$ cat src/rtl/wake_pkg.sv
// Package: shared parameters and helpers for the wake-on-pin-change detector.
// Assumes an 8-bit port with a fixed default watch mask.
package wake_pkg;
    localparam int          PORT_W_DEF     = 8;
    localparam logic [7:0]  WATCH_MASK_DEF = 8'b0001_1011;
    localparam int          SYNC_DEF       = 2;

    // Count of watched bits in a mask.
    function automatic int watched_bits(input logic [31:0] m);
        int n;
        n = 0;
        for (int i = 0; i < 32; i++) n += int'(m[i]);
        return n;
    endfunction
endpackage

$ cat src/rtl/pin_sync.sv
// Module: per-bit synchronizer chain for watched port pins.
// Bits outside WATCH get no flops and read as 0. Assumes SYNC_STAGES >= 2.
module pin_sync #(
    parameter int              PORT_W      = 8,
    parameter logic [PORT_W-1:0] WATCH     = '1,
    parameter int              SYNC_STAGES = 2
) (
    input  logic              clk,
    input  logic              rst_n,
    input  logic [PORT_W-1:0] pin_i,
    output logic [PORT_W-1:0] sync_o
);
    localparam int LAST = SYNC_STAGES - 1;

    for (genvar b = 0; b < PORT_W; b++) begin : g_bit
        if (WATCH[b]) begin : g_on
            logic [SYNC_STAGES-1:0] chain;

            // Shift the raw pin level through the synchronizer chain.
            always_ff @(posedge clk) begin
                if (!rst_n) chain <= '0;
                else        chain <= {chain[SYNC_STAGES-2:0], pin_i[b]};
            end

            assign sync_o[b] = chain[LAST];

            if (SYNC_STAGES == 2) begin : g_lat_chk

                sync_lat_chk: assert property (@(posedge clk) disable iff (!rst_n)
                    ($past(rst_n) && $past(rst_n, 2)) |-> (sync_o[b] == $past(pin_i[b], 2)));
            end
        end else begin : g_off
            logic unused_pin;
            assign unused_pin = pin_i[b];
            assign sync_o[b]  = 1'b0;
        end
    end
endmodule

$ cat src/rtl/snap_reg.sv
// Module: last-read snapshot of the watched pins.
// Loads the synchronized pin values on each port access strobe; holds otherwise.
module snap_reg #(
    parameter int                PORT_W = 8,
    parameter logic [PORT_W-1:0] WATCH  = '1
) (
    input  logic              clk,
    input  logic              rst_n,
    input  logic              load_i,
    input  logic [PORT_W-1:0] sync_i,
    output logic [PORT_W-1:0] snap_o
);
    for (genvar b = 0; b < PORT_W; b++) begin : g_bit
        if (WATCH[b]) begin : g_on
            // Capture the synchronized bit on a port access.
            always_ff @(posedge clk) begin
                if (!rst_n)      snap_o[b] <= 1'b0;
                else if (load_i) snap_o[b] <= sync_i[b];
            end
        end else begin : g_off
            assign snap_o[b] = 1'b0;
        end
    end


    snap_load_chk: assert property (@(posedge clk) disable iff (!rst_n)
        load_i |=> (snap_o == ($past(sync_i) & WATCH)));

    snap_hold_chk: assert property (@(posedge clk) disable iff (!rst_n)
        (!load_i && $past(rst_n)) |=> $stable(snap_o));

    snap_reset_chk: assert property (@(posedge clk) disable iff (!rst_n)
        $rose(rst_n) |-> (snap_o == '0));
endmodule

$ cat src/rtl/chg_cmp.sv
// Module: compares synchronized pins with the snapshot and gates the wake request.
// Purely combinational; both vectors already carry zeros in unwatched bits.
module chg_cmp #(
    parameter int PORT_W = 8
) (
    input  logic              clk,
    input  logic              rst_n,
    input  logic [PORT_W-1:0] sync_i,
    input  logic [PORT_W-1:0] snap_i,
    input  logic              wake_en_i,
    input  logic              sleep_i,
    output logic              mismatch_o,
    output logic              wake_o
);
    logic [PORT_W-1:0] diff;

    // Flag any differing bit and qualify it with sleep and enable.
    always_comb begin
        diff       = sync_i ^ snap_i;
        mismatch_o = |diff;
        wake_o     = mismatch_o && wake_en_i && sleep_i;
    end


    wake_off_chk: assert property (@(posedge clk) disable iff (!rst_n)
        !wake_en_i |-> !wake_o);

    wake_sleep_chk: assert property (@(posedge clk) disable iff (!rst_n)
        wake_o |-> (sleep_i && mismatch_o));
endmodule

$ cat src/rtl/pinchg_wake.sv
// Module: top of the wake-on-pin-change detector.
// Synchronizes the port, keeps a last-read snapshot and raises a wake request
// while asleep when the watched pins differ from that snapshot.
// Assumes port_rd, wake_en and sleep_act are already in the clk domain.
module pinchg_wake
    import wake_pkg::*;
#(
    parameter int                PORT_W      = PORT_W_DEF,
    parameter logic [PORT_W-1:0] WATCH_MASK  = WATCH_MASK_DEF,
    parameter int                SYNC_STAGES = SYNC_DEF
) (
    input  logic              clk,
    input  logic              rst_n,
    input  logic [PORT_W-1:0] pin_raw,
    input  logic              port_rd,
    input  logic              wake_en,
    input  logic              sleep_act,
    output logic              wake_req,
    output logic              mismatch
);
    localparam int N_WATCH = watched_bits(32'(WATCH_MASK));

    logic [PORT_W-1:0] pin_sync_v;
    logic [PORT_W-1:0] snap_v;

    pin_sync #(.PORT_W(PORT_W), .WATCH(WATCH_MASK), .SYNC_STAGES(SYNC_STAGES)) u_sync (
        .clk(clk), .rst_n(rst_n), .pin_i(pin_raw), .sync_o(pin_sync_v)
    );

    snap_reg #(.PORT_W(PORT_W), .WATCH(WATCH_MASK)) u_snap (
        .clk(clk), .rst_n(rst_n), .load_i(port_rd), .sync_i(pin_sync_v), .snap_o(snap_v)
    );

    chg_cmp #(.PORT_W(PORT_W)) u_cmp (
        .clk(clk), .rst_n(rst_n), .sync_i(pin_sync_v), .snap_i(snap_v),
        .wake_en_i(wake_en), .sleep_i(sleep_act),
        .mismatch_o(mismatch), .wake_o(wake_req)
    );

    // Elaboration-time sanity check of the parameters.
    initial begin
        if (N_WATCH == 0 || SYNC_STAGES < 2)
            $error("pinchg_wake: bad parameters");
    end


    unwatched_chk: assert property (@(posedge clk) disable iff (!rst_n)
        ((pin_sync_v & ~WATCH_MASK) == '0) && ((snap_v & ~WATCH_MASK) == '0));

    read_clears_chk: assert property (@(posedge clk) disable iff (!rst_n)
        (port_rd && $stable(pin_sync_v) && $past(rst_n)) |=> (!mismatch || $changed(pin_sync_v)));

    sleep_entry_chk: assert property (@(posedge clk) disable iff (!rst_n)
        ($rose(sleep_act) && wake_en && mismatch) |-> wake_req);
endmodule

$ cat config.mk
export PLATFORM = sky130hd
export DESIGN_NAME = pinchg_wake
export DESIGN_NICKNAME = d
export VERILOG_FILES = /design/src/rtl/wake_pkg.sv /design/src/rtl/pin_sync.sv /design/src/rtl/snap_reg.sv /design/src/rtl/chg_cmp.sv /design/src/rtl/pinchg_wake.sv
export SDC_FILE = /design/constraint.sdc
export NUM_CORES = 1
export LEC_CHECK = 0
export BUFFER_PORTS_ARGS = -buffer_cell sky130_fd_sc_hd__buf_2
export CAP_MARGIN = 20
export CORE_AREA = 2 2 39 41
export DETAILED_ROUTE_END_ITERATION = 8
export DIE_AREA = 0 0 41 43
export GPL_ROUTABILITY_DRIVEN = 0
export PLACE_DENSITY_LB_ADDON = 0.15
export SYNTH_ARGS = -nofsm -noshare
export SYNTH_HDL_FRONTEND = slang
export SYNTH_SLANG_ARGS = --single-unit
export TNS_END_PERCENT = 5
$ cat constraint.sdc
create_clock -name clk -period 0.8 [get_ports clk]
set_input_delay 0.04 -clock clk [delete_from_list [all_inputs] [get_ports clk]]
set_output_delay 0.04 -clock clk [all_outputs]
set_load 0.02 [all_outputs]
==> impl_metrics.tcl, run 1 <==
set metrics [dict create \
    run_status "finished, violations left" \
    failing_checks "setup timing" \
    drt_drc_violations_left 0 \
    final_common_cell "sky130_fd_sc_hd__buf_2" \
    dieHeight_um 43 \
    avgSynthCellArea_um2 11.3 \
    static-leakage-power_nw 0.241 \
    timing.max_cap.violations 0 \
    slowest_delay_ns 0.34 \
    cts-root-buf "sky130_fd_sc_hd__clkbuf_4" \
    worst_ep_required_time_ns 0.76 \
    grt_pass1_wl_mm 1.10 \
    worst-slew-pin-transition_ns 0.172 \
    synthesis.area_um2 418 \
    place_area_um2 504 \
    count_of_nets_left_with_antenna_violations_after_detail_routing 0 \
    commonest_non_fill_non_tap_cells_in_the_layout "9 x sky130_fd_sc_hd__buf_2, 8 x sky130_fd_sc_hd__and2_1, 7 x sky130_fd_sc_hd__dfxtp_2" \
    post_layout_instance_area_um2 591 \
    design.die.area_um2 1760 \
    timing.critical_path.slowest_stage_cell "sky130_fd_sc_hd__dfxtp_2" \
    synthDistinctLibCells 10 \
    number_of_global_route_vias_before_repair 314 \
    synth.yosys.seq_area_share 0.575 \
    cp_num_buf_inv 1 \
    setup_slack_of_the_critical_path_after_layout_ns -0.328 \
    die_x_um 41 \
    route.vias.total 300 \
    critical-path-top-delay-family "flip-flops" \
    peak_fanout_along_the_critical_path 2 \
    timing_max_transition_violations_final 0 \
    postRouteWirelength_um 687 \
    io_pins 15 \
    insertedDiodeCount 0 \
    cts_tree "done" \
    unrepaired_setup_endpoints_after_global_routing "true" \
    post_drt_wl_per_cell_um 10.1 \
    yosys_register_bits 12 \
    nNetsFinal 67 \
    design_power_mw 1.10 \
    fmax_ghz 0.886 \
    crit-reg2reg-launch "u_sync.g_bit[1].g_on.chain[1]$_SDFF_PN0_" \
    power.density_cell_area_nw_per_um2 1860 \
    post_synthesis_cells 37 \
    yosys_warnings 0 \
    cts_setup_buffers 0 \
    synth.net_count 50 \
    hold_end "u_snap.snap_o[3]$_SDFFE_PN0P_" \
    initial_core_util 0.302 \
    tns_ns -0.622 \
    globalRoute.totalOverflow 0 \
    reg2reg_depth 2 \
    antenna_found_initial 0 \
    cts_sinks 12 \
    tritoncts.num_buffers 3 \
    cts.clk_slew.worst_paths_ns 0.06 \
    cts_max_path_buffers 2 \
    post-place-cells 61 \
    layout_min_cycle_time_ns 1.13 \
    ff2ff_setup_slack_ns 0.16 \
    timing.final.hold_violations 0 \
    setup_viol_count_final 2 \
    fin_worst_skew_ns 0.000183 \
    cells_along_the_critical_path "xnor2_2, a41oi_2, buf_4" \
    worstHoldPathCells 2 \
    worst_slew_margin_rel 0.885 \
    flow.area_growth_from_synthesis_pct 41.3 \
    worst_r2r_endpoint "u_snap.snap_o[1]$_SDFFE_PN0P_" \
    peakVddDrop_uv 1070 \
    detail_route.vias_per_cell 4.41 \
    placement_rows 14 \
    clock_tree.htree_level_count 1 \
    groute.usage.overall 0.0971 \
    min_period_over_period 1.41 \
    worst_skew_pair_latency_ns 0.25 \
    fin_util 0.427 \
    grt_start_max_net_pins 13 \
    min_path_type "input pin to flop" \
    crit_path_end_kind "output pin" \
    drive_above_1_share 0.481 \
    hp-start "rst_n" \
    crit_type "flop to output pin" \
    drt_iter0_drc 0 \
    cp_data_arrival_time_ns 1.09 \
    first_pass_iters 1 \
    buffer_ports.inserted 10 \
    finish.cell_count_without_fillers 68 \
    coreArea_um2 1380 \
    worst_setup_sp_type "flop" \
]
## how the worst max path moves through the flow
stage,from,endpoint,cells after the start
floorplan,u_snap.snap_o[1]$_SDFFE_PN0P_,wake_req,2
finish,u_sync.g_bit[4].g_on.chain[1]$_SDFF_PN0_,wake_req,3
CTS,u_sync.g_bit[4].g_on.chain[1]$_SDFF_PN0_,wake_req,3
global placement,u_snap.snap_o[4]$_SDFFE_PN0P_,wake_req,3
global route,u_snap.snap_o[4]$_SDFFE_PN0P_,wake_req,3
detailed placement,u_snap.snap_o[1]$_SDFFE_PN0P_,wake_req,3
## per-stage QoR
step | hold slack (ns) | setup slack (ns)
2_1_floorplan | 0.167 | -0.00274
3_3_place_gp | 0.246 | -0.0629
3_5_place_dp | 0.251 | -0.111
4_1_cts | 0.108 | -0.338
5_1_grt | 0.115 | -0.380
6_report | 0.110 | -0.328
## final cells by class
cell class              instances  area, µm²
repair buffers                 14       92.6
clock buffers                   3       22.5
flip-flops and latches         12        249
fillers                       143        793
multi-input cells              23        206
well taps                      16       20.0
## logic make-up after synthesis
kind of cell,after synthesis,synth area share
flip-flops,12,0.575
buffers and inverters,2,0.0209
AND/OR/NAND/NOR,14,0.204
multiplexers,4,0.0958
XOR/XNOR,4,0.0838
AO/OA/AOI/OAI,1,0.0210
## Yosys cell counts
library cell,count,area [µm²]
sky130_fd_sc_hd__a41oi_1,1,8.76
sky130_fd_sc_hd__and2_1,8,50.1
sky130_fd_sc_hd__clkbuf_1,1,3.75
sky130_fd_sc_hd__clkbuf_2,1,5.00
sky130_fd_sc_hd__dfxtp_1,12,240
sky130_fd_sc_hd__mux2i_1,4,40.0
sky130_fd_sc_hd__nand2_1,1,3.75
sky130_fd_sc_hd__nand4_1,1,6.26
sky130_fd_sc_hd__nor2b_1,4,25.0
sky130_fd_sc_hd__xnor2_1,4,35.0
## routing by layer
layer / part of all wire / wire (µm) / up-vias / GRT usage
li1: - / - / 150 / -
met1: 0.34 / 236 / 140 / 0.0691
met5: 0 / 0 / - / 0
met2: 0.60 / 411 / 10 / 0.178
met4: 0 / 0 / 0 / 0.0800
met3: 0.058 / 40 / 0 / 0.0314
## flip-flops by register name, summed over array words and instances, names as in the netlist
name / count
u_sync.g_bit.g_on.chain: 8
u_snap.snap_o: 4
## power by group
group          internal, mW  leakage (nW)  switching (mW)
Combinational        0.0750         0.125          0.0519
Clock                 0.173        0.0138           0.157
Sequential            0.624         0.102          0.0152
## timing repair
action	4_1_cts	5_1_grt
setup endpoints to repair	2	2
gates resized for setup	7	1
hold endpoints to repair	4	0
pin swaps	2	1
hold buffers	4	0
Power figures use the tool's default switching activity.
==> run 2: changes to the inputs <==
- ABC_AREA: unset -> 1
==> impl_metrics.tcl, run 2 <==
set metrics [dict create \
    ff2ff_setup_slack_ns 0.15 \
    worstHoldPathCells 2 \
    cts.clk_slew.worst_paths_ns 0.07 \
    globalRoute.totalOverflow 0 \
    worst_setup_sp_type "flop" \
    dieHeight_um 43 \
    min_path_type "input pin to flop" \
    flow.area_growth_from_synthesis_pct 36.7 \
    buffer_ports.inserted 10 \
    synthDistinctLibCells 7 \
    cts_tree "done" \
    timing.max_cap.violations 0 \
    groute.usage.overall 0.100 \
    io_pins 15 \
    final_common_cell "sky130_fd_sc_hd__nand2_1" \
    fmax_ghz 0.891 \
    commonest_non_fill_non_tap_cells_in_the_layout "22 x sky130_fd_sc_hd__nand2_1, 14 x sky130_fd_sc_hd__inv_1, 8 x sky130_fd_sc_hd__buf_2" \
    timing_max_transition_violations_final 0 \
    synth_top_area_cell "sky130_fd_sc_hd__dfxtp_1" \
    setup_viol_count_final 2 \
    ys.flop_type "sky130_fd_sc_hd__dfxtp_1" \
    synth.top_cells.by_area "sky130_fd_sc_hd__dfxtp_1 54%, sky130_fd_sc_hd__nand2_1 18%, sky130_fd_sc_hd__inv_1 13%, sky130_fd_sc_hd__a21oi_1 5.6%, sky130_fd_sc_hd__o21ai_0 4.5%" \
    count_of_nets_left_with_antenna_violations_after_detail_routing 0 \
    max_reg_flops 8 \
    insertedDiodeCount 0 \
    detail_route.vias_per_cell 3.75 \
    placement_rows 14 \
    drt_iter0_drc 0 \
    synth.yosys.seq_area_share 0.538 \
    first_pass_iters 1 \
    nNetsFinal 93 \
    failing_checks "setup timing" \
    number_of_global_route_vias_before_repair 293 \
    antenna_found_initial 0 \
    reg2reg_depth 2 \
    initial_core_util 0.323 \
    timing.hold.ws_ns 0.0274 \
    worst_ep_required_time_ns 0.76 \
    die_x_um 41 \
    postRouteWirelength_um 661 \
    cts_sinks 12 \
    worst_slew_margin_rel 0.875 \
    clock_tree.htree_level_count 1 \
    post_synthesis_cells 62 \
    setup_slack_of_the_critical_path_after_layout_ns -0.322 \
    peakVddDrop_uv 1160 \
    route.vias.total 356 \
    synth.net_count 75 \
    cts-root-buf "sky130_fd_sc_hd__clkbuf_4" \
    coreArea_um2 1380 \
    crit_path_end_kind "output pin" \
    yosys_warnings 0 \
    yosys_register_bits 12 \
    power.density_cell_area_nw_per_um2 2070 \
    run_status "finished, violations left" \
    static-leakage-power_nw 0.332 \
    postSynth.asyncResetShare 0 \
    design.die.area_um2 1760 \
    tns_ns -0.635 \
    post-place-cells 87 \
    post-dp-hpwl_um 476 \
    crit_type "flop to output pin" \
    synth_enable_flop_cells 0 \
    cp_data_arrival_time_ns 1.08 \
    timing.final.hold_violations 0 \
    fillers 140 \
    layout_min_cycle_time_ns 1.12 \
    cts_setup_buffers 0 \
    synth_top_cell_area_share 0.538 \
    synthesis.area_um2 447 \
    worst-slew-pin-transition_ns 0.188 \
    synth.most_common_cell "sky130_fd_sc_hd__nand2_1" \
    grt_start_max_net_pins 13 \
    fin_worst_skew_ns 0.00333 \
    avgSynthCellArea_um2 7.20 \
    design_power_mw 1.26 \
    cts_max_path_buffers 2 \
    drive_above_1_share 0.316 \
    finish.cell_count_without_fillers 95 \
    regMostFlops "u_sync.g_bit.g_on.chain" \
    post_drt_wl_per_cell_um 6.96 \
    min_period_over_period 1.40 \
    worst_skew_pair_latency_ns 0.26 \
    reg_top3 "u_sync.g_bit.g_on.chain (8), u_snap.snap_o (4)" \
    unrepaired_setup_endpoints_after_global_routing "true" \
    drt_drc_violations_left 0 \
    synth_top_cells_by_count "22 x sky130_fd_sc_hd__nand2_1, 16 x sky130_fd_sc_hd__inv_1, 12 x sky130_fd_sc_hd__dfxtp_1, 5 x sky130_fd_sc_hd__a21oi_1, 4 x sky130_fd_sc_hd__o21ai_0" \
    tritoncts.num_buffers 3 \
    peak_fanout_along_the_critical_path 2 \
    grt_pass1_wl_mm 1.11 \
]
## run 2: cell count changes after synthesis, sizes merged, moves of 5 or more
cell   delta
a21oi     +5
and2      -8
inv      +16
nand2    +21
## run 2: kinds of logic after synthesis
logic type      Yosys count  share of synthesized area
flops                    12                      0.538
compound gates            9                      0.101
simple gates             24                      0.202
buf+inv                  17                      0.160
## run 2: report_power, final
group	total (mW)	leakage [nW]	internal [mW]	switching, mW
Clock	0.463	0.0210	0.276	0.187
Combinational	0.156	0.210	0.0779	0.0782
Sequential	0.645	0.101	0.631	0.0145
Total	1.26	0.332	0.985	0.280
## run 2: layout make-up
type                            count  area [µm²]  area share
Sequential cell                    12         248       0.406
Multi-Input combinational cell     33         144       0.236
Timing Repair Buffer               14         103       0.168
Inverter                           16        60.1      0.0984
Clock buffer                        4        36.3      0.0594
Tap cell                           16        20.0      0.0328
## run 2: path summary, 6_finish.rpt
check                                            from                                  endpoint
max reg2reg             u_snap.snap_o[0]$_SDFFE_PN0P_             u_snap.snap_o[0]$_SDFFE_PN0P_
min reg2reg  u_sync.g_bit[4].g_on.chain[0]$_SDFF_PN0_  u_sync.g_bit[4].g_on.chain[1]$_SDFF_PN0_
min                                           port_rd             u_snap.snap_o[1]$_SDFFE_PN0P_
max          u_sync.g_bit[1].g_on.chain[1]$_SDFF_PN0_                                  mismatch
## run 2: critical path: stages, from the launching register on
cell,delay (ns)
sky130_fd_sc_hd__dfxtp_1,0.33
sky130_fd_sc_hd__inv_1,0.05
sky130_fd_sc_hd__nand2_1,0.05
sky130_fd_sc_hd__nand2_1,0.05
sky130_fd_sc_hd__nor2_2,0.13
sky130_fd_sc_hd__nand2_1,0.08
sky130_fd_sc_hd__buf_6,0.13
## run 2: repair_timing
item / CTS / global route
resized for setup: 7 / 7
hold buffers: 4 / 0
setup endpoints to repair: 2 / 2
hold endpoints to repair: 4 / 0
pin swaps: 1 / 3
## run 2: layer usage
layer,global-route usage,vias to the layer above,share of wire,wire (µm)
li1,-,212,-,-
met1,0.109,133,0.47,312
met2,0.131,9,0.44,294
met3,0.0314,2,0.061,40
met4,0.120,0,0.021,14
met5,0,-,0,0
## run 2: metrics by stage
stage	utilization	setup WS (ns)	area [µm²]
global route	0.441	-0.407	611
detailed placement	0.368	-0.0863	509
global placement	0.368	-0.0791	509
CTS	0.432	-0.349	598
floorplan	-	0.00608	450
finish	0.441	-0.322	611
